**src/rtl/sio_cfg_port.sv**
```systemverilog
module sio_cfg_port #(
  parameter int AW = 8,
  parameter logic [AW-1:0] BASE = 8'h2E,
  parameter logic [7:0] KEY = 8'h87,
  parameter logic [7:0] EXIT = 8'hAA,
  parameter logic [7:0] LDN_IDX = 8'h07,
  parameter logic [7:0] ID_HI_IDX = 8'h20,
  parameter logic [15:0] CHIP_ID = 16'h1061,
  parameter logic [7:0] DEV_LO = 8'h30
) (
  input  logic          clk,
  input  logic          rst_n,
  input  logic          io_wr,
  input  logic          io_rd,
  input  logic [AW-1:0] io_addr,
  input  logic [7:0]    io_wdata,
  output logic [7:0]    io_rdata,
  output logic [7:0]    bank_ldn,
  output logic [7:0]    bank_idx,
  output logic          bank_wr,
  output logic          bank_rd,
  output logic [7:0]    bank_wdata,
  input  logic [7:0]    bank_rdata,
  input  logic          bank_hit
);
  localparam logic [AW-1:0] DATA_ADDR = BASE + AW'(1);
  localparam logic [7:0] ID_LO_IDX = ID_HI_IDX + 8'd1;

  typedef enum logic [1:0] {ST_LOCKED, ST_KEY1, ST_OPEN} st_t;
  st_t st;

  logic [7:0] idx_r, ldn_r, glb_val, rd_val;
  logic idx_sel, dat_sel, cfg_open, dev_space;

  assign idx_sel   = io_addr == BASE;
  assign dat_sel   = io_addr == DATA_ADDR;
  assign cfg_open  = st == ST_OPEN;
  assign dev_space = idx_r >= DEV_LO;

  assign bank_ldn   = ldn_r;
  assign bank_idx   = idx_r;
  assign bank_wdata = io_wdata;
  assign bank_wr    = cfg_open && io_wr && dat_sel && dev_space && bank_hit;
  assign bank_rd    = cfg_open && io_rd && dat_sel && dev_space;

  always_comb begin
    if (idx_r == LDN_IDX)        glb_val = ldn_r;
    else if (idx_r == ID_HI_IDX) glb_val = CHIP_ID[15:8];
    else if (idx_r == ID_LO_IDX) glb_val = CHIP_ID[7:0];
    else                         glb_val = 8'h00;
  end

  always_comb begin
    if (!cfg_open)      rd_val = 8'hFF;
    else if (idx_sel)   rd_val = idx_r;
    else if (dev_space) rd_val = bank_hit ? bank_rdata : 8'h00;
    else                rd_val = glb_val;
  end

  always_ff @(posedge clk) begin
    if (!rst_n) begin
      st    <= ST_LOCKED;
      idx_r <= 8'h00;
      ldn_r <= 8'h00;
    end else begin
      if (io_wr && idx_sel) begin
        case (st)
          ST_LOCKED: st <= (io_wdata == KEY) ? ST_KEY1 : ST_LOCKED;
          ST_KEY1:   st <= (io_wdata == KEY) ? ST_OPEN : ST_LOCKED;
          default: begin
            if (io_wdata == EXIT) st <= ST_LOCKED;
            else                  idx_r <= io_wdata;
          end
        endcase
      end
      if (cfg_open && io_wr && dat_sel && idx_r == LDN_IDX)
        ldn_r <= io_wdata;
    end
  end

  always_ff @(posedge clk) begin
    if (!rst_n) io_rdata <= 8'h00;
    else if (io_rd && (idx_sel || dat_sel)) io_rdata <= rd_val;
  end
endmodule

```
**config.mk**
```make
export PLATFORM = sky130hd
export DESIGN_NAME = sio_cfg_port
export DESIGN_NICKNAME = d
export VERILOG_FILES = /design/src/rtl/sio_cfg_port.sv
export SDC_FILE = /design/constraint.sdc
export NUM_CORES = 1
export LEC_CHECK = 0
export ABC_CLOCK_PERIOD_IN_PS = 2200
export BUFFER_PORTS_ARGS = -buffer_cell sky130_fd_sc_hd__buf_2
export CAP_MARGIN = 40
export CORE_ASPECT_RATIO = 0.8
export CORE_MARGIN = 2
export CORE_UTILIZATION = 40
export CTS_CLUSTER_DIAMETER = 30
export DETAILED_ROUTE_END_ITERATION = 8
export GPL_TIMING_DRIVEN = 0
export PLACE_DENSITY = 0.72
export SYNTH_ARGS = -nofsm -noshare
export SYNTH_HDL_FRONTEND = slang
export SYNTH_SLANG_ARGS = --single-unit
```
**constraint.sdc**
```tcl
create_clock -name clk -period 2.2 [get_ports clk]
set_input_delay 0.44 -clock clk [delete_from_list [all_inputs] [get_ports clk]]
set_output_delay 0.44 -clock clk [all_outputs]
set_load 0.005 [all_outputs]
```
==> metrics.txt <==
# TYPE chip_impl_metric gauge
chip_impl_metric{name="top_level_ports",unit=""} 63
chip_impl_metric{name="post_synth_inst_count",unit=""} 166
chip_impl_metric{name="fillerInstances",unit=""} 334
chip_impl_metric{name="area.sequential",unit="um^2"} 520.5
chip_impl_metric{name="die_height",unit="um"} 57.88
chip_impl_info{name="setup.worst_path.end",value="bank_rd"} 1
chip_impl_metric{name="synth.yosys.seq_area_share",unit="%"} 35.86
chip_impl_metric{name="route.detailed.vias_per_inst",unit=""} 5.292
chip_impl_metric{name="finalPower",unit="W"} 0.0009611
chip_impl_metric{name="critical_path_required",unit="ns"} 1.76
chip_impl_metric{name="drv_cap",unit=""} 0
chip_impl_info{name="setup.worst_path.start",value="io_addr[6]"} 1
chip_impl_metric{name="finish.net_count",unit=""} 259
chip_impl_metric{name="dpl.cell_count",unit=""} 267
chip_impl_metric{name="overflow",unit=""} 0
chip_impl_metric{name="cts_sinks",unit=""} 26
chip_impl_metric{name="synth-async-reset-ratio",unit="%"} 0
chip_impl_metric{name="post-route-util",unit="%"} 54.45
chip_impl_metric{name="mapped_nets",unit=""} 195
chip_impl_metric{name="maximum_number_of_pins_on_one_net_before_global_route_repair",unit=""} 16
chip_impl_metric{name="stdcell_count",unit=""} 271
chip_impl_metric{name="diodes",unit=""} 0
chip_impl_metric{name="violation_count_after_the_first_detailed_route_iteration",unit=""} 62
chip_impl_metric{name="yosysWarningCount",unit=""} 0
chip_impl_metric{name="gp_congestion",unit=""} 0.8036
chip_impl_metric{name="multiInputGateArea",unit="um^2"} 817.0
chip_impl_metric{name="drive_above_1_share",unit="%"} 36.68
chip_impl_info{name="r2r-end",value="io_rdata[5]$_SDFFE_PN0P_"} 1
chip_impl_metric{name="finalClockSkew",unit="ns"} 0.005974
chip_impl_metric{name="die_area",unit="um^2"} 4129
chip_impl_metric{name="ctsHoldBuffers",unit=""} 0
chip_impl_metric{name="port_buffers",unit=""} 59
chip_impl_metric{name="initial_antenna_violation_count",unit=""} 0
chip_impl_info{name="clock_tree.root_cell",value="sky130_fd_sc_hd__clkbuf_8"} 1
chip_impl_metric{name="max_freq",unit="MHz"} 477.2
chip_impl_metric{name="detailroute.via_count",unit=""} 1434
chip_impl_metric{name="wl_per_cell",unit="um"} 13.48
chip_impl_metric{name="r2r.worst_path.cells",unit=""} 4
chip_impl_metric{name="core_area",unit="um^2"} 3447
chip_impl_info{name="hold_path.class",value="in -> reg"} 1
chip_impl_metric{name="tightest_slew",unit="ns"} 0.4830
chip_impl_info{name="grt_setup_unrepaired",value="false"} 1
chip_impl_info{name="critical_path.reg2reg.startpoint",value="bank_idx[3]$_SDFFE_PN0P_"} 1
chip_impl_metric{name="avgSynthCellArea",unit="um^2"} 8.743
chip_impl_metric{name="ys_seq_elements",unit=""} 26
chip_impl_metric{name="detailedRoute.firstPassIterationCount",unit=""} 4
chip_impl_metric{name="standby_leakage_power",unit="nW"} 0.8671
chip_impl_metric{name="wl",unit="um"} 3652
chip_impl_metric{name="worst_slew_margin_rel",unit="%"} 67.56
chip_impl_metric{name="drc",unit=""} 0
chip_impl_metric{name="tritoncts.num_buffers",unit=""} 3
chip_impl_metric{name="cts_max_path_buffers",unit=""} 2
chip_impl_info{name="tritoncts_clock_tree",value="built"} 1
chip_impl_metric{name="final_min_period_over_clock_period",unit="%"} 95.25
chip_impl_metric{name="netlist_area",unit="um^2"} 1451
chip_impl_info{name="worst_setup_path_end_kind",value="primary output"} 1
chip_impl_metric{name="worst-path-max-fanout",unit=""} 10
chip_impl_metric{name="clock_latency_reported_for_the_late_side_of_the_worst_skew_pair",unit="ns"} 0.27
chip_impl_metric{name="finalCriticalPeriod",unit="ns"} 2.095
chip_impl_info{name="outcome",value="finished clean"} 1
chip_impl_metric{name="count_of_endpoints_failing_setup_in_the_final_report",unit=""} 0
chip_impl_info{name="start_kind",value="input pin"} 1
chip_impl_metric{name="clock_transition_at_the_register_clock_pins_on_the_worst_setup_and_hold_paths_after_cts",unit="ns"} 0.09
chip_impl_metric{name="via_count_of_the_first_global_routing_pass",unit=""} 1345
chip_impl_info{name="dominantRegCellSynth",value="sky130_fd_sc_hd__dfxtp_1"} 1
chip_impl_metric{name="power_density",unit="nW/um^2"} 512.1
chip_impl_metric{name="cts-htree-levels",unit=""} 1
chip_impl_metric{name="first_pass_grt_wire_length",unit="um"} 6237
chip_impl_metric{name="finalHoldViolCount",unit=""} 0
chip_impl_metric{name="row_count",unit=""} 19
chip_impl_metric{name="fin_worst_hold_slack",unit="ns"} 0.4614
chip_impl_metric{name="post_synth_edffs",unit=""} 0
chip_impl_metric{name="yosys.cell_types.count",unit=""} 36
chip_impl_metric{name="hpwlAfterDp",unit="um"} 2925
chip_impl_metric{name="largest_voltage_drop_on_the_vdd_net",unit="mV"} 0.2791
chip_impl_metric{name="grtUsageTotal",unit="%"} 18.81
chip_impl_metric{name="antenna_violating_nets_left",unit=""} 0
chip_impl_metric{name="syn2layout_area_growth",unit="%"} 29.31
chip_impl_metric{name="die_x",unit="um"} 71.35
chip_impl_metric{name="initial_utilization",unit="%"} 42.11
chip_impl_metric{name="crit_arrival",unit="ns"} 1.66
chip_impl_info{name="crit_type",value="in -> out"} 1
chip_impl_metric{name="r2r_slack",unit="ns"} 0.54
chip_impl_info{name="holdCritStartpoint",value="io_wdata[6]"} 1
chip_impl_metric{name="worst_slack",unit="ns"} 0.1045
chip_impl_metric{name="slew_viol_final",unit=""} 0
chip_impl_metric{name="worst_setup_timing_slack_at_the_placement_stage",unit="ns"} -0.001352
-- metrics by stage --
stage               setup TNS, ns  area (um^2)
floorplan                       0         1451
global placement        -0.005971         1799
detailed placement      -0.001352         1799
CTS                             0         1877
global route                    0         1877
finish                          0         1877
-- synthesized netlist by cell type, types with 2 or more instances --
| cell | instances | share of area [%] |
|---|---|---|
| sky130_fd_sc_hd__nand3b_1 | 2 | 1.0 |
| sky130_fd_sc_hd__dfxtp_1 | 26 | 36 |
| sky130_fd_sc_hd__or4_1 | 4 | 2.1 |
| sky130_fd_sc_hd__a31oi_1 | 5 | 2.2 |
| sky130_fd_sc_hd__buf_4 | 9 | 4.7 |
| sky130_fd_sc_hd__nand4_1 | 3 | 1.3 |
| sky130_fd_sc_hd__inv_1 | 3 | 0.78 |
| sky130_fd_sc_hd__nand2_1 | 30 | 7.8 |
| sky130_fd_sc_hd__clkbuf_1 | 7 | 1.8 |
| sky130_fd_sc_hd__o21ai_0 | 3 | 1.0 |
| sky130_fd_sc_hd__nand2b_1 | 3 | 1.3 |
| sky130_fd_sc_hd__mux2i_1 | 16 | 11 |
| sky130_fd_sc_hd__nor3_1 | 2 | 0.69 |
| sky130_fd_sc_hd__nand4bb_1 | 2 | 1.6 |
| sky130_fd_sc_hd__a41oi_1 | 3 | 1.8 |
| sky130_fd_sc_hd__nor2_1 | 7 | 1.8 |
| sky130_fd_sc_hd__and3_1 | 2 | 0.86 |
| sky130_fd_sc_hd__nor3b_1 | 2 | 1.0 |
| sky130_fd_sc_hd__or3_1 | 3 | 1.3 |
| sky130_fd_sc_hd__and4b_1 | 2 | 1.4 |
| sky130_fd_sc_hd__o221a_2 | 6 | 4.7 |
| sky130_fd_sc_hd__nand3_1 | 10 | 3.4 |
| sky130_fd_sc_hd__a21oi_1 | 3 | 1.0 |
-- state kept, by name, indices dropped and copies added, names as in the netlist --
| name | count |
|---|---|
| st | 2 |
| bank_idx | 8 |
| bank_ldn | 8 |
| io_rdata | 8 |
-- how the worst min path moves through the flow --
stage | to | depth (start not counted)
after floorplan | bank_ldn[0]$_SDFFE_PN0P_ | 2
after global placement | bank_ldn[7]$_SDFFE_PN0P_ | 2
after detailed placement | bank_ldn[7]$_SDFFE_PN0P_ | 2
after CTS | bank_ldn[0]$_SDFFE_PN0P_ | 3
after global routing | bank_ldn[4]$_SDFFE_PN0P_ | 3
final | bank_idx[6]$_SDFFE_PN0P_ | 3
-- worst max-delay path, stage by stage --
cell	delay (ns)
sky130_fd_sc_hd__buf_2	0.10
sky130_fd_sc_hd__nand4bb_4	0.26
sky130_fd_sc_hd__nor3_4	0.37
sky130_fd_sc_hd__and2_1	0.22
sky130_fd_sc_hd__and3_1	0.16
sky130_fd_sc_hd__buf_2	0.11
-- report_power, final --
part           internal, W  switching (W)
combinational    0.0000459      0.0000464
clock             0.000244       0.000154
sequential        0.000471    0.000000280
total             0.000760       0.000201
-- per-layer routing --
layer / GRT usage, % / routed length [um] / vias up
li1: - / - / 730
met1: 27.88 / 1834 / 651
met2: 28.31 / 1530 / 51
met3: 4.348 / 273 / 2
met4: 3.235 / 14 / 0
met5: 0 / 0 / -
-- area by class of cell --
cell class                      count  share of cell area, %
Buffer                             18                  5.800
Clock buffer                        3                  2.200
Clock inverter                      1                  1.600
Inverter                            3                 0.6000
Multi-Input combinational cell    119                  43.53
Sequential cell                    26                  27.73
Tap cell                           42                  2.800
Timing Repair Buffer               59                  15.73
-- repair_timing --
item                       CTS  global route
setup buffers                0             0
gates resized for setup      1             0
setup endpoints to repair    1             0
-- placed cells by master, fill, tap and decap left out, types with 4 or more instances in the layout --
cell type	n
sky130_fd_sc_hd__buf_2	59
sky130_fd_sc_hd__nand2_1	30
sky130_fd_sc_hd__dfxtp_1	26
sky130_fd_sc_hd__mux2i_1	16
sky130_fd_sc_hd__nand3_1	10
sky130_fd_sc_hd__buf_4	9
sky130_fd_sc_hd__clkbuf_1	7
sky130_fd_sc_hd__nor2_1	7
sky130_fd_sc_hd__o221a_2	6
sky130_fd_sc_hd__a31oi_1	5
sky130_fd_sc_hd__or4_1	4
-- logic make-up after synthesis --
logic type / share of synthesized area (%)
AND/OR/NAND/NOR: 32.67
flip-flops: 35.86
AO/OA/AOI/OAI: 12.15
buffers and inverters: 8.276
multiplexers: 11.03
No activity file was read; power rests on OpenSTA's default activity.
